[src/rtl/hzd_pkg.sv]
package hzd_pkg;
  parameter int unsigned REG_AW = 5;
  localparam int unsigned NSTG = 3;  // execute, memory, write-back

  typedef struct packed {
    logic              reg_we;
    logic [REG_AW-1:0] dst;
    logic              mem_wr;
    logic              mem_rd;
  } stage_ctl_t;

  localparam stage_ctl_t CTL_NOP = '0;
endpackage

[src/rtl/hzd_dep_check.sv]
module hzd_dep_check
  import hzd_pkg::*;
#(
  parameter int unsigned RF_BYPASS = 1
) (
  input  logic              clk,
  input  logic              rst_n,
  input  logic              id_valid,
  input  logic [REG_AW-1:0] rs,
  input  logic [REG_AW-1:0] rt,
  input  logic              rs_used,
  input  logic              rt_used,
  input  stage_ctl_t        older [NSTG],
  output logic              hazard
);
  // write-back slot is compared only when the register file has no pass-through
  localparam logic [NSTG-1:0] CHK_MASK = (RF_BYPASS != 0) ? 3'b011 : 3'b111;

  logic [NSTG-1:0] hit_rs, hit_rt;

  for (genvar g = 0; g < NSTG; g++) begin : g_cmp
    assign hit_rs[g] = older[g].reg_we && (older[g].dst == rs) && (rs != '0);
    assign hit_rt[g] = older[g].reg_we && (older[g].dst == rt) && (rt != '0);
  end

  assign hazard = id_valid && ((rs_used && |(hit_rs & CHK_MASK)) ||
                               (rt_used && |(hit_rt & CHK_MASK)));

  AST_ZERO_REG_NO_STALL: assert property (@(posedge clk) disable iff (!rst_n)
    ((rs == '0 || !rs_used) && (rt == '0 || !rt_used)) |-> !hazard);
endmodule

[src/rtl/hzd_br_cmp.sv]
module hzd_br_cmp #(
  parameter int unsigned XLEN = 32
) (
  input  logic            clk,
  input  logic            rst_n,
  input  logic            id_valid,
  input  logic            is_beq,
  input  logic            hazard,
  input  logic [XLEN-1:0] opa,
  input  logic [XLEN-1:0] opb,
  output logic            take
);
  logic [XLEN-1:0] same;
  logic            eq;

  for (genvar g = 0; g < XLEN; g++) begin : g_bit
    assign same[g] = ~(opa[g] ^ opb[g]);
  end
  assign eq = &same;

  // stall wins: the branch waits until its operands are safe
  assign take = id_valid && is_beq && !hazard && eq;

  AST_STALL_BEATS_BRANCH: assert property (@(posedge clk) disable iff (!rst_n)
    hazard |-> !take);
endmodule

[src/rtl/hzd_pc_gen.sv]
module hzd_pc_gen #(
  parameter int unsigned XLEN     = 32,
  parameter int unsigned PC_STEP  = 4,
  parameter int unsigned RESET_PC = 0
) (
  input  logic            clk,
  input  logic            rst_n,
  input  logic            stall,
  input  logic            take,
  input  logic [XLEN-1:0] target,
  output logic [XLEN-1:0] pc,
  output logic            id_valid
);
  always_ff @(posedge clk or negedge rst_n) begin
    if (!rst_n) begin
      pc       <= XLEN'(RESET_PC);
      id_valid <= 1'b0;
    end else if (!stall) begin
      pc       <= take ? target : pc + XLEN'(PC_STEP);
      id_valid <= !take;
    end
  end

  AST_PC_FROZEN: assert property (@(posedge clk) disable iff (!rst_n)
    stall |=> ($stable(pc) && id_valid));
  AST_ONE_SQUASHED: assert property (@(posedge clk) disable iff (!rst_n)
    take |=> !id_valid);
endmodule

[src/rtl/hzd_ctl_pipe.sv]
module hzd_ctl_pipe
  import hzd_pkg::*;
(
  input  logic       clk,
  input  logic       rst_n,
  input  logic       stall,
  input  logic       id_valid,
  input  stage_ctl_t dec_ctl,
  output stage_ctl_t ex_ctl,
  output stage_ctl_t mem_ctl,
  output stage_ctl_t wb_ctl
);
  always_ff @(posedge clk or negedge rst_n) begin
    if (!rst_n) begin
      ex_ctl  <= CTL_NOP;
      mem_ctl <= CTL_NOP;
      wb_ctl  <= CTL_NOP;
    end else begin
      ex_ctl  <= (stall || !id_valid) ? CTL_NOP : dec_ctl;
      mem_ctl <= ex_ctl;
      wb_ctl  <= mem_ctl;
    end
  end

  AST_BUBBLE_IS_NOP: assert property (@(posedge clk) disable iff (!rst_n)
    (stall || !id_valid) |=> (ex_ctl == CTL_NOP));
endmodule

[src/rtl/hzd_ctl_unit.sv]
module hzd_ctl_unit
  import hzd_pkg::*;
#(
  parameter int unsigned XLEN      = 32,
  parameter int unsigned PC_STEP   = 4,
  parameter int unsigned RESET_PC  = 0,
  parameter int unsigned RF_BYPASS = 1
) (
  input  logic              clk,
  input  logic              rst_n,
  input  logic [REG_AW-1:0] dec_rs_i,
  input  logic [REG_AW-1:0] dec_rt_i,
  input  logic              dec_rs_used_i,
  input  logic              dec_rt_used_i,
  input  logic              dec_reg_we_i,
  input  logic [REG_AW-1:0] dec_dst_i,
  input  logic              dec_mem_wr_i,
  input  logic              dec_mem_rd_i,
  input  logic              dec_beq_i,
  input  logic [XLEN-1:0]   dec_opa_i,
  input  logic [XLEN-1:0]   dec_opb_i,
  input  logic [XLEN-1:0]   dec_target_i,
  output logic [XLEN-1:0]   pc_o,
  output logic              id_valid_o,
  output logic              stall_o,
  output logic              squash_o,
  output logic              ex_reg_we_o,
  output logic [REG_AW-1:0] ex_dst_o,
  output logic              ex_mem_wr_o,
  output logic              ex_mem_rd_o,
  output logic              mem_reg_we_o,
  output logic [REG_AW-1:0] mem_dst_o,
  output logic              mem_mem_wr_o,
  output logic              mem_mem_rd_o,
  output logic              wb_reg_we_o,
  output logic [REG_AW-1:0] wb_dst_o
);
  stage_ctl_t dec_ctl, ex_ctl, mem_ctl, wb_ctl;
  stage_ctl_t older [NSTG];
  logic       hazard, take, id_valid;

  assign dec_ctl = '{reg_we: dec_reg_we_i, dst: dec_dst_i,
                     mem_wr: dec_mem_wr_i, mem_rd: dec_mem_rd_i};
  assign older[0] = ex_ctl;
  assign older[1] = mem_ctl;
  assign older[2] = wb_ctl;

  hzd_dep_check #(.RF_BYPASS(RF_BYPASS)) u_dep (
    .clk(clk), .rst_n(rst_n), .id_valid(id_valid),
    .rs(dec_rs_i), .rt(dec_rt_i),
    .rs_used(dec_rs_used_i), .rt_used(dec_rt_used_i),
    .older(older), .hazard(hazard)
  );

  hzd_br_cmp #(.XLEN(XLEN)) u_br (
    .clk(clk), .rst_n(rst_n), .id_valid(id_valid), .is_beq(dec_beq_i),
    .hazard(hazard), .opa(dec_opa_i), .opb(dec_opb_i), .take(take)
  );

  hzd_pc_gen #(.XLEN(XLEN), .PC_STEP(PC_STEP), .RESET_PC(RESET_PC)) u_pc (
    .clk(clk), .rst_n(rst_n), .stall(hazard), .take(take),
    .target(dec_target_i), .pc(pc_o), .id_valid(id_valid)
  );

  hzd_ctl_pipe u_pipe (
    .clk(clk), .rst_n(rst_n), .stall(hazard), .id_valid(id_valid),
    .dec_ctl(dec_ctl), .ex_ctl(ex_ctl), .mem_ctl(mem_ctl), .wb_ctl(wb_ctl)
  );

  assign id_valid_o   = id_valid;
  assign stall_o      = hazard;
  assign squash_o     = take;
  assign ex_reg_we_o  = ex_ctl.reg_we;
  assign ex_dst_o     = ex_ctl.dst;
  assign ex_mem_wr_o  = ex_ctl.mem_wr;
  assign ex_mem_rd_o  = ex_ctl.mem_rd;
  assign mem_reg_we_o = mem_ctl.reg_we;
  assign mem_dst_o    = mem_ctl.dst;
  assign mem_mem_wr_o = mem_ctl.mem_wr;
  assign mem_mem_rd_o = mem_ctl.mem_rd;
  assign wb_reg_we_o  = wb_ctl.reg_we;
  assign wb_dst_o     = wb_ctl.dst;
endmodule

[config.mk]
export PLATFORM = sky130hd
export DESIGN_NAME = hzd_ctl_unit
export DESIGN_NICKNAME = d
export VERILOG_FILES = /design/src/rtl/hzd_pkg.sv /design/src/rtl/hzd_dep_check.sv /design/src/rtl/hzd_br_cmp.sv /design/src/rtl/hzd_pc_gen.sv /design/src/rtl/hzd_ctl_pipe.sv /design/src/rtl/hzd_ctl_unit.sv
export SDC_FILE = /design/constraint.sdc
export NUM_CORES = 1
export LEC_CHECK = 0
export ABC_CLOCK_PERIOD_IN_PS = 2800
export CAP_MARGIN = 20
export CORE_UTILIZATION = 41
export CTS_CLUSTER_DIAMETER = 100
export DETAILED_ROUTE_END_ITERATION = 10
export GPL_TIMING_DRIVEN = 0
export PLACE_DENSITY = 0.81
export SLEW_MARGIN = 20
export SYNTH_ARGS = -nofsm -noshare
export SYNTH_HDL_FRONTEND = slang
export SYNTH_SLANG_ARGS = --single-unit
[constraint.sdc]
create_clock -name clk -period 2.8 [get_ports clk]
set_clock_uncertainty 0.15 [all_clocks]
set_input_delay 0.42 -clock clk [delete_from_list [all_inputs] [get_ports clk]]
set_output_delay 0.42 -clock clk [all_outputs]
set_load 0.01 [all_outputs]
==> results of run 1 <==
-- cell type report --
type / instances / area (sq um) / share of cell area
sequential: 55 / 1380 / 0.219
multi-input combinational: 295 / 2450 / 0.390
clock buffer: 5 / 68.8 / 0.0109
buffer: 15 / 130 / 0.0207
clock inverter: 3 / 27.5 / 0.00438
inverter: 13 / 51.3 / 0.00816
timing repair buffer: 230 / 2040 / 0.325
tap: 108 / 135 / 0.0215
-- where the power goes --
group          switching, mW  internal (mW)  leakage, nW
logic                  0.311          0.458         2.06
registers              0.103          0.870        0.633
clock network          0.292          0.186       0.0467
total                  0.706           1.51         2.74
-- repair_timing --
action                                  CTS  global route
hold buffers                              0             0
endpoints found under the setup margin   38            34
resized for setup                       203            57
buffers inserted                         45             9
pin swaps                                53            37
cloned                                    2             0
-- layer usage --
| layer | GRT usage | part of all wire | vias up |
|---|---|---|---|
| li1 | - | - | 1905 |
| met5 | 0 | 0 | - |
| met4 | 0.112 | 0.030 | 0 |
| met2 | 0.522 | 0.53 | 220 |
| met1 | 0.321 | 0.38 | 2032 |
| met3 | 0.0340 | 0.068 | 36 |
-- sequential cells by signal (all words and copies together) (netlist names) --
signal	flops
u_pc.id_valid	1
u_pc.pc	32
u_pipe.ex_ctl	8
u_pipe.mem_ctl	8
u_pipe.wb_ctl	6
-- cells by family (layout without fill, tap and decap cells) --
group	count (synthesis)	after routing	share of synthesized area
and+or+nand+nor	150	150	0.246
buffers and inverters	31	266	0.0474
AOI/OAI and AO/OA	88	88	0.185
muxes	2	2	0.00619
adders and majority gates	1	1	0.00344
DFF	55	55	0.378
xor gates and xnor gates	54	54	0.134
-- synth_stat cells, types with 2 or more instances --
master,n,area share
dfrtp_1,55,0.38
xor2_1,32,0.077
nand2_1,23,0.024
nand3_1,22,0.030
xnor2_1,20,0.048
nor2_1,19,0.020
o21ai_0,18,0.025
nand4_1,17,0.029
a221o_1,16,0.044
nor4_1,13,0.022
and3_1,12,0.021
inv_1,12,0.012
a21o_1,11,0.023
nor4b_1,9,0.022
o31ai_1,9,0.019
a22oi_1,7,0.014
clkbuf_1,7,0.0072
a21boi_0,6,0.012
and4_1,6,0.014
nor3_1,5,0.0069
or4_1,4,0.0083
buf_2,3,0.0041
buf_4,3,0.0062
o211ai_1,3,0.0062
o2bb2ai_1,3,0.0072
or2_2,3,0.0052
or3_1,3,0.0052
a211o_1,2,0.0048
a21oi_1,2,0.0028
a21oi_2,2,0.0048
a2bb2oi_1,2,0.0048
a31oi_1,2,0.0034
and2_1,2,0.0034
buf_6,2,0.0062
clkbuf_8,2,0.0076
mux2_2,2,0.0062
nand2b_1,2,0.0034
xnor2_2,2,0.0089
-- through the flow --
stage	TNS [ps]	utilization	setup slack, ps	power (mW)
floorplan	0	-	89.1	1.21
global placement	-53570	0.637	-1380	1.62
detailed placement	-27820	0.637	-1500	1.64
CTS	-88.9	0.704	-46.9	2.18
global route	-206	0.724	-108	2.33
finish	-24.3	0.724	-24.3	2.22
-- worst max path at each step --
| stage | start | end | slack (ps) | cells after the start |
|---|---|---|---|---|
| floorplan | dec_opb_i[7] | u_pc.pc[9]$_DFFE_PN0N_ | 90 | 8 |
| global placement | dec_rt_i[2] | stall_o | -1380 | 10 |
| detailed placement | dec_rt_i[2] | stall_o | -1500 | 10 |
| CTS | dec_opa_i[7] | squash_o | -50 | 8 |
| global route | dec_opa_i[22] | squash_o | -110 | 7 |
| finish | dec_opa_i[22] | squash_o | -20 | 7 |
==> impl_results.md, run 1 <==
* Pwr dens at between 300 and 400 nW/um^2
* Clock sinks at 55
* # fillers at approximately 650
* EDFF count, synth at 0
* Final Hold Fails at 16
* Die H at 96.2 um
* Syn avg cell area at 9.55 sq um
* Area of the mapped netlist at 3640 sq um
* Total CTS buffers at 5
* Clock latency on the worst-skew pair at about 320 ps
* Die Wd at 96.2 um
* Clock transition at the registers of the reported paths at between 100 and 150 ps
* Number of global-route vias before repair at between 4000 and 5000
* Commonest non-fill, non-tap cell in the layout: clkdlybuf4s50_1
* Ys Warns at 0
* Synth-to-Final Area Change at 72.7%
* Status: finished, violations left
* Root buf cell: clkbuf_8
* CTS tree: built
* HPWL Detailed at roughly 9 mm
* Slowest Stage Delay on Critical Path at around 560 ps
* Antenna cell count at 0
* Maximum number of pins on one net before global-route repair at between 50 and 60
* Residual DRC count at 0
* Die area at ~9300 sq um
* Post-DP Area at approximately 5500 sq um
* Slew HR at 0.530
* Cells after Synth at approximately 380
* FF-to-FF Start: u_pipe.mem_ctl[2]$_DFF_PN0_
* H-tree Lvls at 2
* Bufs on Longest Clock Path at 2
* CP dominant cell by count: buf_2
* CP startpoint kind: input port
* Reg2Reg Capture Point: u_pc.pc[9]$_DFFE_PN0N_
* Post-route ant nets at 0
* Post-layout net count at roughly 740
* Hold Crit Class: in2async
* Max Cap Violations at 0
* Total core area at roughly 8700 sq um
* Initial Util at 0.419
* Fraction of layout cells with a size suffix above 1 at 0.274
* Distinct cells, synth at between 50 and 60
* Reg2Reg Depth at 8
* Slew Viols, Final at 0
* Drt wl/cell at 18.4 um
* Final setup margin at -24.3 ps
* Placer Congestion at a little over 0.9
* Crit path cell chain: buf_2 -> xnor2_4 -> nand4_1 -> or4_4 -> or3_4 -> nor3_4 -> buf_2
* Fmax at around 350 MHz
* Max FO, Critical Path at 2
* Syn nets at 501
* Via count at between 4000 and 5000
* Vias per std cell at between 5 and 6
* Final non-filler cell area at around 6300 sq um
* Quantity of I/O buffers inserted on ports at approximately 180
* Post-route clock period utilization at 1.01
* Violated checks: hold timing, setup timing
* CP bufs+invs at 2
* Total Wirelength at approximately 13 mm
* Final non-filler cell total at between 700 and 800
* Worst slew pin tran at between 700 and 800 ps
* Commonest non-fill, non-tap cells in the layout: 100 x clkdlybuf4s50_1, 55 x buf_4, 53 x dfrtp_1
* Crit Path Class: in2out
* Seq/Total Area, Yosys at 0.378
* Global Route Usage Sum at 0.280
* Final number of setup-violating endpoints at 1
* Hold_ws at -18.6 ps
* Final min period at ~2800 ps
* FP Rows at 34
* FFs w/ async S/R, synth at 1.00
* DR iter-0 viols at 200
* Placed Instances at roughly 660
* Initial antenna violation count at 0
* FF+latch count, synth at 55
* First-pass GRT wire length at slightly below 20 mm
* Ys flop type: dfrtp_1
* Gr ovfl total at 0
* Critical path's top delay family: simple AND/OR/NAND/NOR gates
* Peak supply drop at roughly 0.22 mV
* Required time worst endpoint at between 2000 and 2500 ps
* Critical Path AT at ~2300 ps
* R2r setup slk at 130 ps
* Drt pass-1 iters at 4
* P_leak at roughly 2.7 nW
* CP endpoint kind: output pin
* RSZ-0062 raised after global routing: yes
* Worst path slowest cell: or4_4
* Top Ports at between 150 and 200
Note: power is estimated with default switching activity, not from simulation.
==> run 2, diff against run 1 <==
--- a/config.mk
+++ b/config.mk
@@ -5,14 +5,16 @@
 export SDC_FILE = /design/constraint.sdc
 export NUM_CORES = 1
 export LEC_CHECK = 0
+export ABC_AREA = 1
 export ABC_CLOCK_PERIOD_IN_PS = 2800
 export CAP_MARGIN = 20
-export CORE_UTILIZATION = 41
+export CORE_UTILIZATION = 45
 export CTS_CLUSTER_DIAMETER = 100
 export DETAILED_ROUTE_END_ITERATION = 10
 export GPL_TIMING_DRIVEN = 0
-export PLACE_DENSITY = 0.81
-export SLEW_MARGIN = 20
+export PLACE_DENSITY = 0.83
+export REMOVE_ABC_BUFFERS = 1
+export SLEW_MARGIN = 10
 export SYNTH_ARGS = -nofsm -noshare
 export SYNTH_HDL_FRONTEND = slang
 export SYNTH_SLANG_ARGS = --single-unit
==> run 2 against run 1 <==
  * The run now ends clean
  * Clock power down 5.6%
  * Critical path type unchanged
  * Maximum frequency up 7.8%
  * Wire length down 1.2%
  * Critical endpoint is now stall_o
  * Global-route usage down 1.5 points
  * Worst setup slack better by 200 ps
==> impl_results.md, run 2 <==
* Final min period at 2620 ps (was 2820 ps)
* Clock sinks at 55 (unchanged)
* CP startpoint kind: input port (unchanged)
* Max reg flops at 32 (unchanged)
* Ys flop type: dfrtp_1 (unchanged)
* Final number of setup-violating endpoints at 0 (was 1)
* Clock transition at the registers of the reported paths at 90 ps (was 110 ps)
* Initial Util at 0.471 (was 0.419)
* Drt wl/cell at 12.4 um (was 18.4 um)
* Post-layout net count at 1052 (was 735)
* Bufs on Longest Clock Path at 2 (unchanged)
* Total core area at 9370 sq um (was 8680 sq um)
* Quantity of I/O buffers inserted on ports at 175 (unchanged)
* Slew Viols, Final at 0 (unchanged)
* Synth top area share at 0.312 (was 0.378)
* Die H at 101 um (was 96.2 um)
* CTS tree: built (unchanged)
* Worst slew pin tran at 803 ps (was 705 ps)
* Biggest register: u_pc.pc (unchanged)
* Area of the mapped netlist at 4410 sq um (was 3640 sq um)
* Required time worst endpoint at 2230 ps (about the same)
* Number of global-route vias before repair at 4576 (was 4094)
* FP Rows at 35 (was 34)
* Cells after Synth at 757 (was 381)
* Syn avg cell area at 5.83 sq um (was 9.55 sq um)
* FF-to-FF Start: u_pipe.ex_ctl[3]$_DFF_PN0_ (was u_pipe.mem_ctl[2]$_DFF_PN0_)
* Fmax at 382 MHz (was 354 MHz)
* Global Route Usage Sum at 0.265 (was 0.280)
* Drt pass-1 iters at 5 (was 4)
* Residual DRC count at 0 (unchanged)
* Top flop regs: u_pc.pc x32, u_pipe.ex_ctl x8, u_pipe.mem_ctl x8 (unchanged)
* Max Cap Violations at 0 (unchanged)
* Reg2Reg Depth at 13 (was 8)
* Clock latency on the worst-skew pair at 300 ps (was 320 ps)
* Gr ovfl total at 0 (unchanged)
* First-pass GRT wire length at 21.2 mm (was 19.6 mm)
* Synth-to-Final Area Change at 45.9% (was 72.7%)
* HPWL Detailed at 10.1 mm (was 9.19 mm)
* Worst hold start: u_pipe.ex_ctl[0]$_DFF_PN0_
* Crit Path Class: in2out (unchanged)
* # fillers at 864 (was 648)
* Initial antenna violation count at 0 (unchanged)
* P_leak at 3.47 nW (was 2.74 nW)
* Fraction of layout cells with a size suffix above 1 at 0.0418 (was 0.274)
* Most frequent cells after synthesis: 303 x nand2_1, 142 x inv_1, 80 x nand3_1, 80 x nor2_1, 55 x dfrtp_1 (was 55 x dfrtp_1, 32 x xor2_1, 23 x nand2_1)
* Reg2Reg Capture Point: u_pc.pc[3]$_DFFE_PN0N_ (was u_pc.pc[9]$_DFFE_PN0N_)
* Commonest non-fill, non-tap cell in the layout: nand2_1 (was clkdlybuf4s50_1)
* Synth top area cells: dfrtp_1 31%, nand2_1 26%, inv_1 12%, nand3_1 9.1%, nor2_1 6.8% (was dfrtp_1 38%, xor2_1 7.7%, xnor2_1 4.8%, a221o_1 4.4%, nand3_1 3.0%)
* Die Wd at 101 um (was 96.2 um)
* Worst hold endpoint: u_pipe.mem_ctl[0]$_DFF_PN0_
* Commonest non-fill, non-tap cells in the layout: 299 x nand2_1, 170 x clkdlybuf4s50_1, 141 x inv_1 (was 100 x clkdlybuf4s50_1, 55 x buf_4, 53 x dfrtp_1)
* Total Wirelength at 13.2 mm (was 13.4 mm)
* Post-route ant nets at 0 (unchanged)
* RSZ-0062 raised after global routing: no (was yes)
* Vias per std cell at 4.73 (was 5.79)
* Status: finished, final reports clean (was finished, violations left)
* Total CTS buffers at 5 (unchanged)
* Slew HR at 0.464 (was 0.530)
* Antenna cell count at 0 (unchanged)
* FFs w/ async S/R, synth at 1.00 (unchanged)
* Distinct cells, synth at 28 (was 56)
* Ys Warns at 0 (unchanged)
* Top-count cell post-synth: nand2_1 (was dfrtp_1)
* Critical Path AT at 2050 ps (was 2250 ps)
* R2r setup slk at 390 ps (was 130 ps)
* Seq/Total Area, Yosys at 0.312 (was 0.378)
* EDFF count, synth at 0 (unchanged)
* Root buf cell: clkbuf_8 (unchanged)
* Top Ports at 176 (unchanged)
* Post-DP Area at 6260 sq um (was 5520 sq um)
* Via count at 5020 (was 4193)
* Die area at 10200 sq um (was 9260 sq um)
* Pwr dens at 412 nW/um^2 (was 353 nW/um^2)
* Maximum number of pins on one net before global-route repair at 32 (was 56)
* Dominant cell type by area after synthesis: dfrtp_1 (unchanged)
* Peak supply drop at 0.270 mV (was 0.220 mV)
* Final non-filler cell area at 6440 sq um (was 6280 sq um)
* Setup TNS at 0 ps (was -24.3 ps)
* Cells on Worst Hold Path at 0
* H-tree Lvls at 2 (unchanged)
* Final Hold Fails at 0 (was 16)
* Placer Congestion at 0.901 (was 0.919)
* DR iter-0 viols at 310 (was 200)
* Hold Crit Class: reg2reg (was in2async)
* CP endpoint kind: output pin (unchanged)
* FF+latch count, synth at 55 (unchanged)
* Post-route clock period utilization at 0.936 (was 1.01)
* Max FO, Critical Path at 16 (was 2)
[run 2: cell families (layout without fill, tap and decap cells)]
family | count (synthesis) | in the layout | synth area share
flops | 55 | 55 | 0.312
fa+ha+maj | 1 | 1 | 0.00283
simple gates | 501 | 503 | 0.471
buf+inv | 162 | 335 | 0.145
compound gates | 8 | 8 | 0.00964
xor+xnor | 30 | 30 | 0.0595
[run 2: worst max path at each step]
stage | end | startpoint | slack (ps) | depth (start not counted)
after floorplan | stall_o | u_pipe.mem_ctl[3]$_DFF_PN0_ | 200 | 10
after global placement | stall_o | dec_rt_i[0] | -1820 | 12
final | stall_o | dec_rt_i[4] | 180 | 12
after global routing | squash_o | dec_opb_i[19] | 50 | 9
after detailed placement | stall_o | dec_rt_i[0] | -1800 | 12
after CTS | u_pc.pc[21]$_DFFE_PN0N_ | dec_opa_i[26] | 3 | 13
[run 2: power breakdown]
| part | leakage (nW) | internal, mW | total [mW] | switching (mW) |
|---|---|---|---|---|
| Combinational | 2.72 | 0.578 | 1.09 | 0.514 |
| Clock | 0.0470 | 0.195 | 0.452 | 0.257 |
| Sequential | 0.701 | 0.920 | 1.11 | 0.187 |
| Total | 3.47 | 1.69 | 2.65 | 0.959 |
[run 2: through the flow]
stage / total power, mW / hold WS, ps / setup slack, ps / std cells / utilization
after floorplan: 1.60 / -25.6 / 198 / 741 / -
after global placement: 2.17 / 213 / -1820 / 1045 / 0.665
after detailed placement: 2.19 / 209 / -1800 / 1047 / 0.668
after CTS: 2.66 / 233 / 3.39 / 1060 / 0.686
after global routing: 2.84 / 255 / 47.6 / 1061 / 0.687
final: 2.65 / 231 / 180 / 1061 / 0.687
[run 2: timing repair]
item                                   in CTS  in global routing
hold buffers                                1                  0
pin swaps                                   4                  2
gates resized for setup                    12                  6
setup endpoints to repair                  32                 31
gates cloned                                3                  0
setup buffers                               2                  1
endpoints found under the hold margin      24                  0
[run 2: final cells by class]
type | count | area [sq um] | area share
Sequential cell | 55 | 1380 | 0.214
Inverter | 146 | 552 | 0.0857
Clock buffer | 6 | 82.6 | 0.0128
Tap cell | 129 | 161 | 0.0251
Multi-Input combinational cell | 542 | 2450 | 0.381
Clock inverter | 1 | 5.00 | 0.000777
Timing Repair inverter | 1 | 5.00 | 0.000777
Timing Repair Buffer | 181 | 1810 | 0.280
[run 2: layer usage]
metal  routed length [um]  GRT usage  vias to the layer above
li1                     -          -                     2608
met1                 5420      0.318                     2184
met3                 1040     0.0458                       18
met2                 6490      0.482                      210
met4                  233     0.0792                        0
met5                    0          0                        -
[run 2: worst max-delay path: stages]
cell and delay, ps:
clkdlybuf4s50_1 560, inv_1 80, nand2_1 60, nand2_1 50, nor2_1 100, nand3_1 70
nand2_1 70, nand2_1 70, nand2_4 130, nand2_8 120, clkinvlp_4 170, clkbuf_2 150
